### src/rtl/lsync_pkg.sv
package lsync_pkg;
  localparam int STA_W   = 16;
  localparam int CAP_W   = 32;
  localparam int SPD_LSB = 0;
  localparam int SPD_W   = 4;
  localparam int WID_LSB = 4;
  localparam int WID_W   = 6;
  localparam int MIN_SPD = 1;  // 2.5 GT/s code
  localparam int MIN_WID = 1;  // x1 code
endpackage

### src/rtl/lsync_field_fix.sv
// Clamp-or-default rule for one link field.
module lsync_field_fix #(
  parameter int W        = 4,
  parameter int MIN_CODE = 1
) (
  input  logic         present_i,
  input  logic [W-1:0] rep_i,
  input  logic [W-1:0] lim_i,
  output logic [W-1:0] fix_o
);
  localparam logic [W-1:0] MIN_V = W'(MIN_CODE);

  always_comb begin
    if (!present_i)           fix_o = lim_i;   // absent: take capability
    else if (rep_i > lim_i)   fix_o = lim_i;   // too large: clamp
    else if (rep_i == '0)     fix_o = MIN_V;   // zero: minimum code
    else                      fix_o = rep_i;
  end
endmodule

### src/rtl/link_sta_sync.sv
module link_sta_sync
  import lsync_pkg::*;
#(
  parameter logic [STA_W-1:0] RESET_STATUS = 16'hA411
) (
  input  logic             clk_i,
  input  logic             rst_ni,
  input  logic             sync_i,
  input  logic             dev_present_i,
  input  logic [STA_W-1:0] ds_sta_i,
  input  logic [CAP_W-1:0] cap_i,
  output logic [STA_W-1:0] lnk_sta_o
);
  localparam int SPD_HI = SPD_LSB + SPD_W - 1;
  localparam int WID_HI = WID_LSB + WID_W - 1;
  localparam logic [STA_W-1:0] FIELD_MASK =
    STA_W'(((1 << SPD_W) - 1) << SPD_LSB) | STA_W'(((1 << WID_W) - 1) << WID_LSB);

  logic [STA_W-1:0] sta_q, sta_nxt;
  logic [SPD_W-1:0] spd_fix;
  logic [WID_W-1:0] wid_fix;

  lsync_field_fix #(.W(SPD_W), .MIN_CODE(MIN_SPD)) u_spd (
    .present_i (dev_present_i),
    .rep_i     (ds_sta_i[SPD_HI:SPD_LSB]),
    .lim_i     (cap_i[SPD_HI:SPD_LSB]),
    .fix_o     (spd_fix)
  );

  lsync_field_fix #(.W(WID_W), .MIN_CODE(MIN_WID)) u_wid (
    .present_i (dev_present_i),
    .rep_i     (ds_sta_i[WID_HI:WID_LSB]),
    .lim_i     (cap_i[WID_HI:WID_LSB]),
    .fix_o     (wid_fix)
  );

  // Splice the two fixed fields into the current word.
  always_comb begin
    sta_nxt                  = sta_q;
    sta_nxt[SPD_HI:SPD_LSB]  = spd_fix;
    sta_nxt[WID_HI:WID_LSB]  = wid_fix;
  end

  always_ff @(posedge clk_i) begin
    if (!rst_ni)     sta_q <= RESET_STATUS;
    else if (sync_i) sta_q <= sta_nxt;
  end

  assign lnk_sta_o = sta_q;

  // no strobe, no change
  assert_hold_idle_R10: assert property (@(posedge clk_i) disable iff (!rst_ni)
    !sync_i |=> $stable(lnk_sta_o));

  // bits outside the two fields never move
  assert_other_bits_R9: assert property (@(posedge clk_i) disable iff (!rst_ni)
    $stable(lnk_sta_o & ~FIELD_MASK));

  // absent device reloads both fields from capability
  assert_absent_load_R3: assert property (@(posedge clk_i) disable iff (!rst_ni)
    (sync_i && !dev_present_i) |=>
      (lnk_sta_o[WID_HI:WID_LSB] == $past(cap_i[WID_HI:WID_LSB])) &&
      (lnk_sta_o[SPD_HI:SPD_LSB] == $past(cap_i[SPD_HI:SPD_LSB])));

  // oversize width clamped
  assert_wid_clamp_R4: assert property (@(posedge clk_i) disable iff (!rst_ni)
    (sync_i && dev_present_i && (ds_sta_i[WID_HI:WID_LSB] > cap_i[WID_HI:WID_LSB])) |=>
      (lnk_sta_o[WID_HI:WID_LSB] == $past(cap_i[WID_HI:WID_LSB])));

  // zero width defaulted
  assert_wid_zero_R5: assert property (@(posedge clk_i) disable iff (!rst_ni)
    (sync_i && dev_present_i && (ds_sta_i[WID_HI:WID_LSB] == '0)) |=>
      (lnk_sta_o[WID_HI:WID_LSB] == WID_W'(MIN_WID)));

  // oversize speed clamped
  assert_spd_clamp_R6: assert property (@(posedge clk_i) disable iff (!rst_ni)
    (sync_i && dev_present_i && (ds_sta_i[SPD_HI:SPD_LSB] > cap_i[SPD_HI:SPD_LSB])) |=>
      (lnk_sta_o[SPD_HI:SPD_LSB] == $past(cap_i[SPD_HI:SPD_LSB])));

  // zero speed defaulted
  assert_spd_zero_R7: assert property (@(posedge clk_i) disable iff (!rst_ni)
    (sync_i && dev_present_i && (ds_sta_i[SPD_HI:SPD_LSB] == '0)) |=>
      (lnk_sta_o[SPD_HI:SPD_LSB] == SPD_W'(MIN_SPD)));

  // legal values pass through
  assert_pass_R8: assert property (@(posedge clk_i) disable iff (!rst_ni)
    (sync_i && dev_present_i && (ds_sta_i[WID_HI:WID_LSB] != '0) &&
     (ds_sta_i[WID_HI:WID_LSB] <= cap_i[WID_HI:WID_LSB])) |=>
      (lnk_sta_o[WID_HI:WID_LSB] == $past(ds_sta_i[WID_HI:WID_LSB])));
endmodule

### config.mk
export PLATFORM = sky130hd
export DESIGN_NAME = link_sta_sync
export DESIGN_NICKNAME = d
export VERILOG_FILES = /design/src/rtl/lsync_pkg.sv /design/src/rtl/lsync_field_fix.sv /design/src/rtl/link_sta_sync.sv
export SDC_FILE = /design/constraint.sdc
export NUM_CORES = 1
export LEC_CHECK = 0
export ABC_CLOCK_PERIOD_IN_PS = 1470
export CAP_MARGIN = 20
export CORE_UTILIZATION = 29
export CTS_CLUSTER_SIZE = 14
export DETAILED_ROUTE_END_ITERATION = 10
export GPL_TIMING_DRIVEN = 0
export PLACE_DENSITY_LB_ADDON = 0.25
export SLEW_MARGIN = 10
export SYNTH_ARGS = -nofsm -noshare
export SYNTH_HDL_FRONTEND = slang
export SYNTH_SLANG_ARGS = --single-unit
### constraint.sdc
create_clock -name clk_i -period 1.47 [get_ports clk_i]
set_input_delay 0.2205 -clock clk_i [delete_from_list [all_inputs] [get_ports clk_i]]
set_output_delay 0.2205 -clock clk_i [all_outputs]
set_load 0.005 [all_outputs]
==> impl_metrics.py <==
metrics = {
    "outcome": {
        "status": "completed",
    },
    "synthesis": {
        "synth_most_common_cell": "inv_1",
        "ys_types": 32,
        "yosysTopAreaCellShare": 0.242,
        "synth-main-ff-cell": "dfxtp_1",
        "synth-edff-count": 0,
        "syn-cell-area_um2": 826,
        "synth_area_leaders": "dfxtp_1, ha_1, inv_1, buf_4, o21ai_0",
        "synthArstFlopShare": 0,
        "yosysWarnings": 0,
        "yosys.area.top_type": "dfxtp_1",
        "syn_inst": 105,
        "ys_seq_elements": 10,
        "synth_commonest_cells": "inv_1, dfxtp_1, ha_1",
        "synth.avg_cell_area_um2": 7.86,
        "ys_seq_area_frac": 0.242,
    },
    "grt": {
        "grt_use_total": 0.156,
        "grt_max_degree": 11,
        "grt_antenna_before_repair": 0,
        "grt_pass1_wl_um": 3950,
        "grt_pass1_vias": 909,
        "gr-total-overflow": 0,
    },
    "critical_path": {
        "endpoint": "lnk_sta_o[2]",
        "path_max_fanout": 5,
        "crit_type": "in2reg",
        "r2r_setup_slack_ns": 0.76,
        "critPathCaptureType": "flop",
        "r2r_start": "lnk_sta_o[2]",
        "worst_setup_path_start_kind": "input port",
        "worstPathRequired_ns": 1.65,
        "arrival_ns": 1.62,
        "rr_worst_depth": 2,
        "worstSetupStartpoint": "cap_i[1]",
        "r2r_end": "lnk_sta_o[2]",
    },
    "final_layout": {
        "fill_cells": 257,
        "nNetsFinal": 213,
        "stdcell_area_um2": 1380,
        "syn2layout_area_growth_pct": 67.0,
        "largest_register_ffs": 10,
        "drive_gt1_frac": 0.387,
        "n_antenna_cell": 0,
    },
    "sta": {
        "setup_viol": 0,
        "worst_slack_ns": 0.0305,
        "finalHoldViolCount": 0,
        "fin_crit_ns": 1.44,
        "clock_skew_ns": 0,
        "fin_crit_sh": 0.979,
        "finalMaxSlewViolations": 0,
        "fmax_mhz": 695,
    },
    "routing": {
        "wl_um": 2380,
        "avgRoutedWirePerCell_um": 13.2,
        "via_per_inst": 5.08,
        "dr.pass1.iters": 4,
        "drt-initial-drc-count": 26,
        "drt.antenna.violating_nets": 0,
        "vias": 914,
        "drcViolationCount": 0,
    },
    "placed_design": {
        "placed_cell_area_um2": 1280,
        "hpwl_um": 1780,
        "port_buffers": 32,
        "preCtsSetupSlack_ns": -0.796,
        "place_congestion": 0.868,
    },
    "clock_tree": {
        "clkTransAtPathRegs_ns": 0.07,
        "numCtsBuffers": 3,
        "postCtsHoldBufs": 0,
        "cts_tree": "built",
        "cts.path.max_buffers": 2,
        "clk_latency_ns": 0.27,
        "clock-sinks": 10,
        "htreeDepth": 1,
        "cts_root_buf": "clkbuf_4",
    },
    "min_path": {
        "hp-class": "in2reg",
    },
    "pwr": {
        "ir_drop_mv": 0.450,
        "power_density_nw_per_um2": 657,
        "p_leak_nw": 0.598,
    },
    "floorplanning": {
        "dieWidth_um": 55.4,
        "dieArea_um2": 3060,
        "io_pins": 68,
        "die-height_um": 55.4,
        "core_area_um2": 2590,
        "initial_core_util": 0.319,
        "rows": 18,
    },
    "run": {
        "maxCapViolations": 0,
    },
}
## placed cells by master, fill, tap and decap left out, drive strengths merged, types with 2 or more instances in the layout
master / netlist / routed
inv: 15 / 15
a21oi: 6 / 6
clkdlybuf4s15: 0 / 3
dfxtp: 10 / 10
a311oi: 3 / 3
nand3: 6 / 6
buf: 8 / 23
clkbuf: 2 / 9
nor2b: 2 / 2
clkdlybuf4s50: 0 / 12
dlygate4sd2: 0 / 4
a31oi: 5 / 5
o2111ai: 2 / 2
and2: 2 / 2
o21ai: 15 / 15
conb: 2 / 6
ha: 10 / 10
nand2: 5 / 5
## timing repair
action,CTS,global route
endpoints found under the setup margin,10,6
setup buffers,2,3
pin swaps,9,11
hold endpoints to repair,0,0
resized for setup,66,14
## worst min path at each step
stage                            start           end  slack [ns]  cells after the start
after global routing          cap_i[9]  lnk_sta_o[9]        0.25                      3
after floorplan            ds_sta_i[2]  lnk_sta_o[2]        0.37                      2
final                         cap_i[9]  lnk_sta_o[9]        0.24                      3
after CTS                     cap_i[9]  lnk_sta_o[9]        0.25                      3
after global placement    lnk_sta_o[0]  lnk_sta_o[0]        0.50                      2
after detailed placement  lnk_sta_o[4]  lnk_sta_o[4]        0.50                      2
## report_power, final
part           leakage, nW  internal (mW)  total (mW)  switching, mW
Combinational        0.494          0.191       0.352          0.160
Clock               0.0210          0.151       0.249         0.0987
Sequential          0.0832          0.294       0.305         0.0115
## cell type report
type,count,area [um2],share of cell area
plain buffers,10,61.3,0.0445
clock buffers,4,36.3,0.0263
inverters,15,71.3,0.0517
multi-input cells,74,663,0.481
flip-flops and latches,10,200,0.145
well taps,30,37.5,0.0272
repair buffers,37,309,0.224
## kinds of logic (layout without fill, tap and decap cells)
group | count (synthesis) | count (layout) | share of synthesized area
DFF | 10 | 10 | 0.242
AOI/OAI and AO/OA | 38 | 38 | 0.321
adders and majority gates | 10 | 10 | 0.152
buffers and inverters | 25 | 66 | 0.142
other | 2 | 6 | 0.00909
and+or+nand+nor | 20 | 20 | 0.133
## critical path, stage by stage
cell and delay, ns:
clkdlybuf4s15_1 0.18, inv_2 0.05, ha_4 0.26, nor2b_4 0.13, o21ai_1 0.07, a32o_2 0.27, and2_4 0.19, a311oi_2 0.24
## metal layers
metal,wire length [um],track usage
met1,980,0.179
met2,1190,0.281
met3,167,0.0422
met4,43,0.0429
met5,0,0
## stage by stage
step	hold slack, ns	utilization	std cells	setup TNS, ns	total power [mW]
final	0.235	0.532	180	0	0.906
after global routing	0.251	0.532	180	-0.0258	0.956
after CTS	0.255	0.514	177	0	0.891
after detailed placement	0.505	0.496	171	-6.77	0.640
after global placement	0.499	0.496	171	-6.56	0.632
after floorplan	0.372	-	109	-0.0119	0.483
No activity file was read; power rests on OpenSTA's default activity.
